[config.mk]
export PLATFORM = sky130hd
export DESIGN_NAME = cond_mask_pred
export DESIGN_NICKNAME = d
export VERILOG_FILES = /design/src/rtl/cmp_pkg.sv /design/src/rtl/cmp_ctrl.sv /design/src/rtl/cmp_dpath.sv /design/src/rtl/cond_mask_pred.sv
export SDC_FILE = /design/constraint.sdc
export NUM_CORES = 1
export LEC_CHECK = 0
export BUFFER_PORTS_ARGS = -buffer_cell sky130_fd_sc_hd__buf_2
export CAP_MARGIN = 20
export CORE_UTILIZATION = 47
export DETAILED_ROUTE_END_ITERATION = 8
export GPL_TIMING_DRIVEN = 0
export PLACE_DENSITY = 0.87
export SETUP_SLACK_MARGIN = 0.4
export SLEW_MARGIN = 10
export SYNTH_ARGS = -nofsm -noshare
export SYNTH_HDL_FRONTEND = slang
export SYNTH_SLANG_ARGS = --single-unit
[constraint.sdc]
create_clock -name clk -period 7.8 [get_ports clk]
set_input_delay 0.78 -clock clk [delete_from_list [all_inputs] [get_ports clk]]
set_output_delay 0.78 -clock clk [all_outputs]
set_load 0.005 [all_outputs]
[src/rtl/cmp_pkg.sv]
package cmp_pkg;
  localparam int CFW = 4;

  typedef enum logic [1:0] {
    OP_F2I = 2'b00,
    OP_I2F = 2'b01,
    OP_F2F = 2'b10,
    OP_F2B = 2'b11
  } cmpOp_e;

  typedef enum logic [1:0] {
    RED_AND = 2'b00,
    RED_OR  = 2'b01,
    RED_XOR = 2'b10,
    RED_RSV = 2'b11
  } cmpRed_e;

  typedef struct packed {
    logic wrInt;
    logic wrField;
    logic wrBit;
    logic wrRec;
    logic fromInt;
  } cmpStrobe_t;
endpackage

[src/rtl/cmp_ctrl.sv]
module cmp_ctrl
  import cmp_pkg::*;
(
  input  logic       clk,
  input  logic       rstN,
  input  logic       inValid,
  input  logic [1:0] opSel,
  input  logic       recordEn,
  output cmpStrobe_t strb
);
  cmpOp_e op;

  always_comb begin
    op           = cmpOp_e'(opSel);
    strb         = '0;
    strb.wrInt   = inValid && (op == OP_F2I);
    strb.wrRec   = inValid && (op == OP_F2I) && recordEn;
    strb.wrField = inValid && ((op == OP_I2F) || (op == OP_F2F));
    strb.fromInt = (op == OP_I2F);
    strb.wrBit   = inValid && (op == OP_F2B);
  end

  // at most one kind of destination per operation
  assert_strobe_excl_R2: assert property (@(posedge clk) disable iff (!rstN)
    $onehot0({strb.wrInt, strb.wrField, strb.wrBit}));

  // record only goes with an integer result
  assert_rec_with_int_R7: assert property (@(posedge clk) disable iff (!rstN)
    strb.wrRec |-> strb.wrInt);
endmodule

[src/rtl/cmp_dpath.sv]
module cmp_dpath
  import cmp_pkg::*;
#(
  parameter int XLEN    = 64,
  parameter int NFIELDS = 8,
  localparam int CRW    = NFIELDS * CFW,
  localparam int FA     = $clog2(NFIELDS),
  localparam int BA     = $clog2(CRW)
) (
  input  logic            clk,
  input  logic            rstN,
  input  logic            inValid,
  input  cmpStrobe_t      strb,
  input  logic [CFW-1:0]  mask,
  input  logic [CFW-1:0]  mode,
  input  logic [1:0]      redOp,
  input  logic            anyMode,
  input  logic [FA-1:0]   srcField,
  input  logic [BA-1:0]   dstAddr,
  input  logic [XLEN-1:0] srcInt,
  input  logic            stickyOv,
  output logic            outValid,
  output logic            outIntWe,
  output logic [XLEN-1:0] outInt,
  output logic [BA-1:0]   outDst,
  output logic [CRW-1:0]  crOut
);
  logic [CRW-1:0] crFile;
  logic [CRW-1:0] crNext;
  logic [CFW-1:0] fieldV [NFIELDS];
  logic [CFW-1:0] srcVal;
  logic [CFW-1:0] cmpRef;
  logic [CFW-1:0] cmpBits;
  logic           redBit;
  logic           bitRes;
  logic [XLEN-1:0] intRes;
  logic [CFW-1:0] recField;
  logic [FA-1:0]  dstField;

  for (genvar g = 0; g < NFIELDS; g++) begin : gField
    assign fieldV[g] = crFile[CRW-1-g*CFW -: CFW];
  end

  assign srcVal   = fieldV[srcField];
  assign dstField = dstAddr[FA-1:0];
  assign cmpRef   = strb.fromInt ? {CFW{srcInt[0]}} : srcVal;
  assign cmpBits  = mask & ~(mode ^ cmpRef);
  assign bitRes   = anyMode ? (|cmpBits) : (&cmpBits);

  always_comb begin
    unique case (cmpRed_e'(redOp))
      RED_AND: redBit = &(srcVal | ~mask);
      RED_OR:  redBit = |(srcVal & mask);
      RED_XOR: redBit = ^(srcVal & mask);
      default: redBit = 1'b0;
    endcase
  end

  assign intRes = {{(XLEN-1){1'b0}}, redBit};

  always_comb begin
    recField[3] = intRes[XLEN-1];
    recField[2] = !intRes[XLEN-1] && (intRes != '0);
    recField[1] = (intRes == '0);
    recField[0] = stickyOv;
  end

  always_comb begin
    crNext = crFile;
    if (strb.wrField) crNext[CRW-1-int'(dstField)*CFW -: CFW] = cmpBits;
    if (strb.wrBit)   crNext[CRW-1-int'(dstAddr)] = bitRes;
    if (strb.wrRec)   crNext[CRW-1 -: CFW] = recField;
  end

  always_ff @(posedge clk) begin
    if (!rstN) begin
      crFile   <= '0;
      outValid <= 1'b0;
      outIntWe <= 1'b0;
      outInt   <= '0;
      outDst   <= '0;
    end else begin
      crFile   <= crNext;
      outValid <= inValid;
      outIntWe <= strb.wrInt;
      outInt   <= strb.wrInt ? intRes : '0;
      outDst   <= inValid ? dstAddr : '0;
    end
  end

  assign crOut = crFile;

  // the result stage follows the strobe by one clock
  assert_valid_follows_R2: assert property (@(posedge clk) disable iff (!rstN)
    inValid |=> outValid);
  assert_idle_quiet_R2: assert property (@(posedge clk) disable iff (!rstN)
    !inValid |=> (!outValid && !outIntWe && $stable(crFile)));
  // integer result is a single bit
  assert_int_onebit_R3: assert property (@(posedge clk) disable iff (!rstN)
    outIntWe |-> (outInt[XLEN-1:1] == '0));
  // a bit write touches at most one bank bit
  assert_bit_single_R6: assert property (@(posedge clk) disable iff (!rstN)
    strb.wrBit |=> ($countones(crFile ^ $past(crFile)) <= 1));
  // record leaves exactly one of LT/GT/EQ set
  assert_rec_onehot_R7: assert property (@(posedge clk) disable iff (!rstN)
    strb.wrRec |=> ($countones(crFile[CRW-1 -: 3]) == 1));
endmodule

[src/rtl/cond_mask_pred.sv]
module cond_mask_pred
  import cmp_pkg::*;
#(
  parameter int XLEN    = 64,
  parameter int NFIELDS = 8,
  localparam int CRW    = NFIELDS * CFW,
  localparam int FA     = $clog2(NFIELDS),
  localparam int BA     = $clog2(CRW)
) (
  input  logic            clk,
  input  logic            rstN,
  input  logic            inValid,
  input  logic [1:0]      opSel,
  input  logic [CFW-1:0]  mask,
  input  logic [CFW-1:0]  mode,
  input  logic [1:0]      redOp,
  input  logic            anyMode,
  input  logic            recordEn,
  input  logic [FA-1:0]   srcField,
  input  logic [BA-1:0]   dstAddr,
  input  logic [XLEN-1:0] srcInt,
  input  logic            stickyOv,
  output logic            outValid,
  output logic            outIntWe,
  output logic [XLEN-1:0] outInt,
  output logic [BA-1:0]   outDst,
  output logic [CRW-1:0]  crOut
);
  cmpStrobe_t strb;

  cmp_ctrl ctrl_i (
    .clk(clk), .rstN(rstN), .inValid(inValid), .opSel(opSel),
    .recordEn(recordEn), .strb(strb)
  );

  cmp_dpath #(.XLEN(XLEN), .NFIELDS(NFIELDS)) dpath_i (
    .clk(clk), .rstN(rstN), .inValid(inValid), .strb(strb),
    .mask(mask), .mode(mode), .redOp(redOp), .anyMode(anyMode),
    .srcField(srcField), .dstAddr(dstAddr), .srcInt(srcInt),
    .stickyOv(stickyOv), .outValid(outValid), .outIntWe(outIntWe),
    .outInt(outInt), .outDst(outDst), .crOut(crOut)
  );
endmodule

==> results of run 1 <==
## critical path: stages
cell	delay, ns
sky130_fd_sc_hd__buf_6	0.14
sky130_fd_sc_hd__mux4_2	0.55
sky130_fd_sc_hd__mux2i_4	0.22
sky130_fd_sc_hd__nor4bb_2	0.10
sky130_fd_sc_hd__nor4_4	0.70
sky130_fd_sc_hd__nor4_2	0.14
sky130_fd_sc_hd__nor3_2	0.50
sky130_fd_sc_hd__buf_6	0.25
sky130_fd_sc_hd__o41ai_2	0.09
## worst paths after layout
path,from,cells past startpoint,endpoint,slack [ns]
max,srcField[0],9,dpath_i.crOut[29],4.49
min,dpath_i.crOut[28],4,dpath_i.crOut[28],0.63
min reg2reg,dpath_i.crOut[28],4,dpath_i.crOut[28],0.63
max reg2reg,dpath_i.crOut[11],8,dpath_i.crOut[29],4.79
## Yosys cell counts, types with 2 or more instances
cell type	instances	share of area
sky130_fd_sc_hd__a21oi_2	28	0.078
sky130_fd_sc_hd__buf_6	4	0.014
sky130_fd_sc_hd__inv_2	3	0.0036
sky130_fd_sc_hd__a311oi_4	3	0.025
sky130_fd_sc_hd__inv_1	4	0.0048
sky130_fd_sc_hd__o22ai_1	2	0.0040
sky130_fd_sc_hd__and3_1	7	0.014
sky130_fd_sc_hd__nor2b_1	6	0.012
sky130_fd_sc_hd__mux2i_4	4	0.029
sky130_fd_sc_hd__ha_1	5	0.020
sky130_fd_sc_hd__buf_4	63	0.15
sky130_fd_sc_hd__clkbuf_1	10	0.012
sky130_fd_sc_hd__o21ai_0	32	0.051
sky130_fd_sc_hd__a211oi_1	3	0.0071
sky130_fd_sc_hd__mux4_2	8	0.057
sky130_fd_sc_hd__nand2_1	49	0.058
sky130_fd_sc_hd__nand3b_1	3	0.0071
sky130_fd_sc_hd__o41ai_1	2	0.0056
sky130_fd_sc_hd__a32oi_1	2	0.0056
sky130_fd_sc_hd__nor2_1	42	0.050
sky130_fd_sc_hd__buf_2	2	0.0032
sky130_fd_sc_hd__a21oi_1	30	0.048
sky130_fd_sc_hd__nand3_1	9	0.014
sky130_fd_sc_hd__dfxtp_1	40	0.25
sky130_fd_sc_hd__and4b_1	3	0.0095
## state kept, by name, indices dropped and copies added, names as in the netlist
name	flops
dpath_i.outValid	1
dpath_i.outDst	5
dpath_i.outIntWe	1
dpath_i.outInt	1
dpath_i.crOut	32
## cells by family (layout without fill, tap and decap cells)
logic type               count (synthesis)  count (layout)  synth area share
AND/OR/NAND/NOR                        132             132             0.207
AO/OA/AOI/OAI                          107             107             0.240
buffers and inverters                   87             155             0.189
flip-flops                              40              40             0.254
multiplexers                            12              12            0.0856
adder cells (fa/ha/maj)                  5               5            0.0198
other                                    1              63           0.00119
XOR/XNOR                                 1               1           0.00278
## final cells by class
| type | instances | area [µm²] | area share |
|---|---|---|---|
| Sequential cell | 40 | 801 | 0.206 |
| Tap cell | 77 | 96.3 | 0.0247 |
| Clock buffer | 5 | 68.8 | 0.0177 |
| Clock inverter | 3 | 42.5 | 0.0109 |
| Inverter | 7 | 26.3 | 0.00674 |
| Buffer | 80 | 571 | 0.146 |
| Multi-Input combinational cell | 320 | 1990 | 0.511 |
| Timing Repair Buffer | 60 | 300 | 0.0771 |
## per-stage QoR
| step | hold slack (ns) | power, W | cells |
|---|---|---|---|
| 2_1_floorplan | 0.570 | 0.000299 | 447 |
| 3_5_place_dp | 0.609 | 0.000327 | 584 |
| 6_report | 0.633 | 0.000499 | 592 |
| 3_3_place_gp | 0.620 | 0.000324 | 584 |
| 5_1_grt | 0.666 | 0.000518 | 592 |
| 4_1_cts | 0.632 | 0.000496 | 592 |
## routing by layer
metal  global-route usage  share of wire  up-vias
met5                    0              0        -
met3               0.0336           0.10       18
met4               0.0909          0.020        0
met1                0.292           0.38     1393
li1                     -              -     1487
met2                0.424           0.50      195
## report_power, final
part | switching, W | internal (W) | total (W)
clock network | 0.0000789 | 0.0000947 | 0.000174
registers | 0.00000264 | 0.000208 | 0.000211
logic | 0.0000647 | 0.0000501 | 0.000115
## placed cells by master, fill, tap and decap left out, types with 10 or more instances in the layout
cell / netlist / layout
sky130_fd_sc_hd__clkbuf_1: 10 / 10
sky130_fd_sc_hd__a21oi_1: 30 / 30
sky130_fd_sc_hd__dfxtp_1: 40 / 40
sky130_fd_sc_hd__buf_4: 63 / 63
sky130_fd_sc_hd__nand2_1: 49 / 49
sky130_fd_sc_hd__buf_2: 2 / 62
sky130_fd_sc_hd__a21oi_2: 28 / 28
sky130_fd_sc_hd__conb_1: 1 / 63
sky130_fd_sc_hd__nor2_1: 42 / 42
sky130_fd_sc_hd__o21ai_0: 32 / 32
==> implementation parameters, run 1 <==
Parameter                              Value

Outcome
  Result of the run    complete, but fails checks
  Failing checks    DRC

Synthesis
  EDFF count, synth    0
  Most used flip-flop cell after synthesis    sky130_fd_sc_hd__dfxtp_1
  #FFs+latches synth    40
  Yosys warning total    0
  Fraction of the yosys area taken by sequential cells    0.254
  Post-synthesis cell count    385
  Average cell area after synthesis    8.20 µm²
  Number of library cell types mapped by synthesis    46
  Combined area of all synthesized cells    3160 µm²
  Post-synth ARST share    0

Timing
  Unrepaired setup endpoints after global routing    no
  Minimum period implied by the final worst setup slack    3.31 ns
  Final clock period utilization by the worst path    0.424
  Max Slew Vio Count    0
  Tightest slew margin relative to the limit    0.498
  Number of hold-slack violations in the final timing report    0
  Transition time of the tightest slew-check pin    0.748 ns
  Number of failing setup endpoints in the final timing report    0
  Worst setup slack after layout    4.49 ns
  Setup_tns    0 ns
  Fmax    0.302 GHz
  Worst Clk Skew    0.00329 ns

Die
  Chip Height    83.9 µm
  Ports    193
  Area of the die    7050 µm²
  Rows    29
  Die W    83.9 µm
  Initial cell density of the core    0.491
  Area of the core region    6420 µm²

CTS
  Htree depth    2
  Total clock buffers created by CTS    5
  Number of gates given a new drive strength after cts    0
  CTS clk-pin slew, worst paths    0.08 ns
  Number of setup buffers added after CTS    0
  Maximum buffer depth of the clock tree    2
  Total of hold buffers inserted after clock tree synthesis    0
  TritonCTS clock tree    yes
  Clk Latency, worst-skew pair    0.30 ns
  Clk root buf    sky130_fd_sc_hd__clkbuf_8
  Clock tree sinks    40

Power and ir drop
  Power density of the placed cells    128 nW/µm²
  Static leakage    1.79 nW
  Worst vdd ir    0.0862 mV

Routing
  Antenna-violating nets left    0
  Wirelength, routed    8420 µm
  Average wire length per cell after detail routing    14.2 µm
  Violation count after the first detailed-routing iteration    307
  Vias    3093
  Detailed-router iteration count before antenna repair    8
  DRC violations left    18
  Vias per Instance    5.22

Setup path
  Worst setup SP type    primary input
  Critical setup path kind    in -> reg
  Kind of end point of the critical path    register
  WP data arrival    3.49 ns
  Required time of the worst setup path    7.98 ns
  Maximum fanout along the worst path    10

Cells and area
  Post-route design area    3900 µm²
  Number of inserted filler cells in the final layout    568
  NumNets Final    609
  Antenna diode instance count    0
  Fraction of final layout cells sized beyond drive strength 1    0.371
  Core Util, Final    0.607
  Area overhead of the layout relative to synthesis    23.5%

Place
  Final GP Congestion    0.917
  Setup Slack @ Placement    4.25 ns
  Post-detail-place hpwl    6420 µm
  Area of placed instances    3780 µm²
  Port bufs    60

Global route
  Global-route total usage across every layer    0.239
  Initial antenna violation count    0
  Overflow left after global routing    0
  Vias in the first global route    2756
  Pin count of the biggest net entering global routing    14
  Wire length of the first global-routing pass    13500 µm

Worst hold path
  Hold Path Class    reg -> reg

Run
  Reported max-cap violation count    0
Note: power is estimated with default switching activity, not from simulation.
==> run 2: changes to the inputs <==
--- a/config.mk
+++ b/config.mk
@@ -7,10 +7,10 @@
 export LEC_CHECK = 0
 export BUFFER_PORTS_ARGS = -buffer_cell sky130_fd_sc_hd__buf_2
 export CAP_MARGIN = 20
-export CORE_UTILIZATION = 47
+export CORE_UTILIZATION = 40
 export DETAILED_ROUTE_END_ITERATION = 8
 export GPL_TIMING_DRIVEN = 0
-export PLACE_DENSITY = 0.87
+export PLACE_DENSITY = 0.79
 export SETUP_SLACK_MARGIN = 0.4
 export SLEW_MARGIN = 10
 export SYNTH_ARGS = -nofsm -noshare
==> constraint.sdc (replaced) <==
create_clock -name clk -period 2.65 [get_ports clk]
set_input_delay 0.265 -clock clk [delete_from_list [all_inputs] [get_ports clk]]
set_output_delay 0.265 -clock clk [all_outputs]
set_load 0.005 [all_outputs]
==> run 2 against run 1 <==
The flow now finishes without violations. Clock power rose by 140%. Worst hold slack got worse by 0.37 ns. Highest routed layer unchanged. Routed wire length rose by 12%. Setup slack got worse by 4.3 ns. Global-route usage fell by 1.2 points. First-iteration DRC count fell by 25%.
==> implementation parameters, run 2 (synthesis results as in run 1) <==
Parameter                              Value

Cells and area
  Area overhead of the layout relative to synthesis    36.5%
  Number of inserted filler cells in the final layout    720
  Post-route design area    4310 µm²
  Fraction of final layout cells sized beyond drive strength 1    0.451
  Max FFs per register    32
  NumNets Final    640
  Commonest non-fill, non-tap cells in the layout    89 x sky130_fd_sc_hd__buf_4, 63 x sky130_fd_sc_hd__conb_1, 62 x sky130_fd_sc_hd__buf_2
  Leading cell type in the layout, fill and taps excluded    sky130_fd_sc_hd__buf_4
  Antenna diode instance count    0

Setup path
  Kind of end point of the critical path    register
  Logic depth of the worst setup path including buffers    10
  Required time of the worst setup path    2.83 ns
  R2R cell count    10
  Delay-heaviest family, CP    multiplexers
  Largest incremental delay on the critical path    0.50 ns
  Maximum fanout along the worst path    5
  Worst setup SP type    register
  CP Buf/Inv Count    3
  WP data arrival    2.60 ns
  Critical-path cell with the highest stage delay    sky130_fd_sc_hd__mux4_2
  Chain of cells forming the critical path    mux4_2 > mux2i_4 > buf_4 > nor4bb_4 > nor4_4 > nor2_1 > nor3_4 > buf_6 > clkbuf_16 > a21oi_2
  Critical setup path kind    reg -> reg

Power and ir drop
  Worst vdd ir    0.249 mV
  Overall power after layout    0.00146 W
  Static leakage    2.01 nW
  Power density of the placed cells    339 nW/µm²

Die
  Area of the core region    7690 µm²
  Chip Height    90.8 µm
  Ports    193
  Area of the die    8250 µm²
  Rows    32
  Die W    90.8 µm
  Initial cell density of the core    0.410

Timing
  Final clock period utilization by the worst path    0.914
  Tightest slew margin relative to the limit    0.618
  Minimum period implied by the final worst setup slack    2.42 ns
  Minimum hold slack    0.258 ns
  Worst Clk Skew    0.00551 ns
  Transition time of the tightest slew-check pin    0.571 ns
  Unrepaired setup endpoints after global routing    yes
  Number of failing setup endpoints in the final timing report    0
  Max Slew Vio Count    0
  Fmax    0.413 GHz
  Number of hold-slack violations in the final timing report    0

Global route
  Global-route total usage across every layer    0.227
  Pin count of the biggest net entering global routing    12
  Overflow left after global routing    0
  Vias in the first global route    3219
  Wire length of the first global-routing pass    15100 µm
  Initial antenna violation count    0

Worst hold path
  Number of stages on the worst hold path    3
  Hold Path Class    in -> reg

CTS
  TritonCTS clock tree    yes
  Maximum buffer depth of the clock tree    2
  Clk Latency, worst-skew pair    0.29 ns
  Clock tree sinks    40
  Total clock buffers created by CTS    5
  Total of hold buffers inserted after clock tree synthesis    0
  Htree depth    2
  CTS clk-pin slew, worst paths    0.08 ns
  Clk root buf    sky130_fd_sc_hd__clkbuf_8

Place
  Final GP Congestion    0.930
  Post-detail-place hpwl    6460 µm
  Port bufs    60
  Area of placed instances    3830 µm²

Routing
  Vias per Instance    5.02
  Vias    3250
  Wirelength, routed    9400 µm
  Violation count after the first detailed-routing iteration    229
  DRC violations left    0
  Average wire length per cell after detail routing    14.5 µm
  Antenna-violating nets left    0
  Detailed-router iteration count before antenna repair    5

Run
  Reported max-cap violation count    0

Outcome
  Result of the run    finished clean
## run 2: through the flow
| step | std cells | worst slack (ns) | utilization | TNS [ns] |
|---|---|---|---|---|
| after floorplan | 447 | 0.340 | - | 0 |
| after CTS | 646 | 0.229 | 0.554 | 0 |
| after global routing | 648 | 0.153 | 0.560 | 0 |
| final | 648 | 0.227 | 0.560 | 0 |
| after detailed placement | 609 | -0.184 | 0.498 | -4.97 |
| after global placement | 609 | -0.186 | 0.498 | -4.89 |
## run 2: layout make-up
class	instances	area (µm²)	share of cell area
multi-input combinational	320	2070	0.482
tap	102	128	0.0296
buffer	80	597	0.139
inverter	7	26.3	0.00610
timing repair buffer	91	566	0.131
sequential	40	826	0.192
clock buffer	8	90.1	0.0209
## run 2: worst paths after layout
path	from	to	slack, ns
worst max-delay path	dpath_i.crOut[11]	dpath_i.crOut[9]	0.23
worst min-delay path	stickyOv	dpath_i.crOut[28]	0.26
worst max register to register	dpath_i.crOut[11]	dpath_i.crOut[9]	0.23
worst min register to register	dpath_i.crOut[28]	dpath_i.crOut[28]	0.63
## run 2: where the power goes
group	switching, W	leakage (nW)	internal [W]
clock network	0.000214	0.0455	0.000213
logic	0.000215	1.63	0.000200
registers	0.00000741	0.334	0.000613
## run 2: worst min-delay path: stages
cell                      delay [ns]
sky130_fd_sc_hd__buf_2          0.09
sky130_fd_sc_hd__a32oi_1        0.11
sky130_fd_sc_hd__o41ai_2        0.05
## run 2: repair_timing
action / in CTS / in global routing
gates cloned: 1 / 1
setup buffers: 28 / 1
endpoints found under the setup margin: 32 / 33
pin swaps: 14 / 6
gates resized for setup: 34 / 5
## run 2: routing by layer
metal	wire length, µm	part of all wire	GRT usage
met2	4710	0.50	0.402
met4	325	0.035	0.126
met1	3590	0.38	0.257
met3	779	0.083	0.0396
met5	0	0	0
==> run 3: changes to the inputs <==
--- a/config.mk
+++ b/config.mk
@@ -7,12 +7,13 @@
 export LEC_CHECK = 0
 export BUFFER_PORTS_ARGS = -buffer_cell sky130_fd_sc_hd__buf_2
 export CAP_MARGIN = 20
-export CORE_UTILIZATION = 40
+export CORE_UTILIZATION = 39
 export DETAILED_ROUTE_END_ITERATION = 8
 export GPL_TIMING_DRIVEN = 0
-export PLACE_DENSITY = 0.79
+export PLACE_DENSITY = 0.78
 export SETUP_SLACK_MARGIN = 0.4
 export SLEW_MARGIN = 10
 export SYNTH_ARGS = -nofsm -noshare
 export SYNTH_HDL_FRONTEND = slang
+export SYNTH_HIERARCHICAL = 1
 export SYNTH_SLANG_ARGS = --single-unit
==> run 3 against run 2 <==
The flow now finishes with violations (setup timing). Critical endpoint is now dpath_i/crOut[13]. Non-clock buffer count shrank 5. Critical path depth did not move. Total power down 1.2%. Largest cell class unchanged. Sequential cell count unchanged. Global-route usage is 0.60 points lower.
==> implementation parameters, run 3 <==
Parameter                              Value

Outcome
  Result of the run    complete, but fails checks
  Failing checks    setup timing

Synthesis
  #FFs+latches synth    40
  Fraction of post-synthesis cell area in the top cell type by area    0.263
  EDFF count, synth    0
  Post-synthesis cell count    346
  Number of library cell types mapped by synthesis    48
  Fraction of the yosys area taken by sequential cells    0.263
  Post-synth ARST share    0
  Commonest cells post-synth    64 x sky130_fd_sc_hd__buf_4, 49 x sky130_fd_sc_hd__nand2_1, 40 x sky130_fd_sc_hd__dfxtp_1
  Average cell area after synthesis    8.79 µm²
  Yosys warning total    6
  Most area-consuming cells after synthesis    sky130_fd_sc_hd__dfxtp_1 26%, sky130_fd_sc_hd__buf_4 16%, sky130_fd_sc_hd__o311a_1 7.2%, sky130_fd_sc_hd__o221ai_1 6.3%, sky130_fd_sc_hd__nand2_1 6.0%
  Most used flip-flop cell after synthesis    sky130_fd_sc_hd__dfxtp_1
  Dominant cell type by area after synthesis    sky130_fd_sc_hd__dfxtp_1
  Most frequent cell after synthesis    sky130_fd_sc_hd__buf_4
  Combined area of all synthesized cells    3040 µm²

Die
  Area of the die    8160 µm²
  Rows    31
  Chip Height    90.3 µm
  Die W    90.3 µm
  Ports    193
  Area of the core region    7410 µm²
  Initial cell density of the core    0.411

Setup path
  Required time of the worst setup path    2.84 ns
  Critical setup path kind    reg -> reg
  Kind of end point of the critical path    register
  Critical-path cell with the highest stage delay    sky130_fd_sc_hd__mux4_2
  Worst setup SP type    register
  Largest incremental delay on the critical path    0.50 ns
  Worst reg2reg endpoint    dpath_i/crOut[13]
  Delay-heaviest family, CP    multiplexers
  Setup slack of the worst register-to-register path    -0.1 ns
  WP data arrival    2.94 ns
  Chain of cells forming the critical path    mux4_2 > mux2i_4 > inv_2 > a311oi_4 > buf_4 > nor4_2 > or3_1 > buf_6 > clkbuf_16 > o311a_1
  Maximum fanout along the worst path    6
  CP Buf/Inv Count    4
  R2R cell count    10
  Critical R2R Launch    dpath_i/crOut[8]

Routing
  Antenna-violating nets left    0
  Vias per Instance    5.21
  Wirelength, routed    9310 µm
  Vias    3123
  Average wire length per cell after detail routing    15.5 µm
  Detailed-router iteration count before antenna repair    5
  Violation count after the first detailed-routing iteration    241
  DRC violations left    0

Timing
  Worst setup slack after layout    -0.0956 ns
  Number of hold-slack violations in the final timing report    0
  Fmax    0.364 GHz
  Number of failing setup endpoints in the final timing report    26
  Max Slew Vio Count    0
  Minimum period implied by the final worst setup slack    2.75 ns
  Setup_tns    -1.49 ns
  Transition time of the tightest slew-check pin    0.695 ns
  Tightest slew margin relative to the limit    0.534
  Final clock period utilization by the worst path    1.04
  Worst Clk Skew    0.00893 ns
  Unrepaired setup endpoints after global routing    yes

Cells and area
  Fraction of final layout cells sized beyond drive strength 1    0.420
  Antenna diode instance count    0
  Area overhead of the layout relative to synthesis    34.5%
  Commonest non-fill, non-tap cells in the layout    84 x sky130_fd_sc_hd__buf_4, 63 x sky130_fd_sc_hd__conb_1, 61 x sky130_fd_sc_hd__buf_2
  NumNets Final    594
  Core Util, Final    0.552
  Leading cell type in the layout, fill and taps excluded    sky130_fd_sc_hd__buf_4
  Max FFs per register    32
  Number of inserted filler cells in the final layout    690

Run
  Reported max-cap violation count    0

Global route
  Initial antenna violation count    0
  Overflow left after global routing    0
  Global-route total usage across every layer    0.221
  Pin count of the biggest net entering global routing    15
  Wire length of the first global-routing pass    14300 µm
  Vias in the first global route    2780

CTS
  Clk root buf    sky130_fd_sc_hd__clkbuf_8
  Clock tree sinks    40
  CTS clk-pin slew, worst paths    0.09 ns
  Total clock buffers created by CTS    5
  Htree depth    2
  Clk Latency, worst-skew pair    0.30 ns
  TritonCTS clock tree    yes
  Maximum buffer depth of the clock tree    2

Place
  Port bufs    61
  Final GP Congestion    0.878
  Post-detail-place hpwl    6700 µm

Power and ir drop
  Worst vdd ir    0.183 mV
  Power density of the placed cells    353 nW/µm²
  Overall power after layout    0.00144 W
  Static leakage    1.93 nW

Worst hold path
  Hold Path Class    in -> reg
  Origin of the worst min-delay path    stickyOv
  Number of stages on the worst hold path    3
  Worst Hold Path EP    dpath_i/crOut[28]
==> run 3: how the worst max path moves through the flow <==
stage / startpoint / end / cells past startpoint
floorplan: srcField[1] / dpath_i/crOut[23] / 10
global placement: opSel[1] / dpath_i/crOut[28] / 11
detailed placement: opSel[1] / dpath_i/crOut[29] / 11
CTS: dpath_i/crOut[5] / dpath_i/crOut[20] / 9
global route: dpath_i/crOut[8] / dpath_i/crOut[13] / 9
finish: dpath_i/crOut[8] / dpath_i/crOut[13] / 10
==> run 3: repair_timing <==
| action | in CTS | in global routing |
|---|---|---|
| gates resized for setup | 20 | 6 |
| pin swaps | 12 | 22 |
| cloned | 0 | 2 |
| hold buffers | 0 | 0 |
| setup endpoints to repair | 33 | 33 |
| endpoints found under the hold margin | 0 | 0 |
| setup buffers | 17 | 4 |
==> run 3: cell type report <==
type,count,area [µm²],share of cell area
buffer,82,596,0.146
clock buffer,5,68.8,0.0168
timing repair buffer,84,513,0.125
clock inverter,3,23.8,0.00581
inverter,7,26.3,0.00642
sequential,40,822,0.201
tap,99,124,0.0303
multi-input combinational,279,1920,0.469
==> run 3: worst register-to-register path: stages, from the launching register on <==
cell	delay, ns
sky130_fd_sc_hd__dfxtp_2	0.35
sky130_fd_sc_hd__mux4_2	0.50
sky130_fd_sc_hd__mux2i_4	0.21
sky130_fd_sc_hd__inv_2	0.08
sky130_fd_sc_hd__a311oi_4	0.32
sky130_fd_sc_hd__buf_4	0.18
sky130_fd_sc_hd__nor4_2	0.05
sky130_fd_sc_hd__or3_1	0.34
sky130_fd_sc_hd__buf_6	0.16
sky130_fd_sc_hd__clkbuf_16	0.15
sky130_fd_sc_hd__o311a_1	0.30
==> run 3: power breakdown <==
group          switching [W]  internal, W  leakage, nW
Sequential        0.00000703     0.000612        0.332
Combinational       0.000201     0.000190         1.56
Clock               0.000247     0.000187       0.0404
==> run 3: stage by stage <==
stage	cells	setup slack (ns)	hold WS, ns	instance area, µm²
2_1_floorplan	408	-0.0817	0.392	3300
3_3_place_gp	568	-0.780	0.535	3720
3_5_place_dp	568	-0.865	0.536	3720
4_1_cts	593	-0.0637	0.234	4000
5_1_grt	599	-0.158	0.255	4090
6_report	599	-0.0956	0.239	4090
==> run 3: layer usage <==
metal | global-route usage | wire (µm) | up-vias
met5 | 0 | 0 | -
met1 | 0.270 | 3640 | 1436
met4 | 0.0726 | 143 | 0
met2 | 0.391 | 4640 | 201
li1 | - | - | 1472
met3 | 0.0396 | 884 | 14
==> run 3: cell families after synthesis <==
family	synth area share
and+or+nand+nor	0.194
buffers and inverters	0.197
AOI/OAI and AO/OA	0.235
DFF	0.263
muxes	0.0860
adders and majority gates	0.0206
other	0.00123
xor gates and xnor gates	0.00288
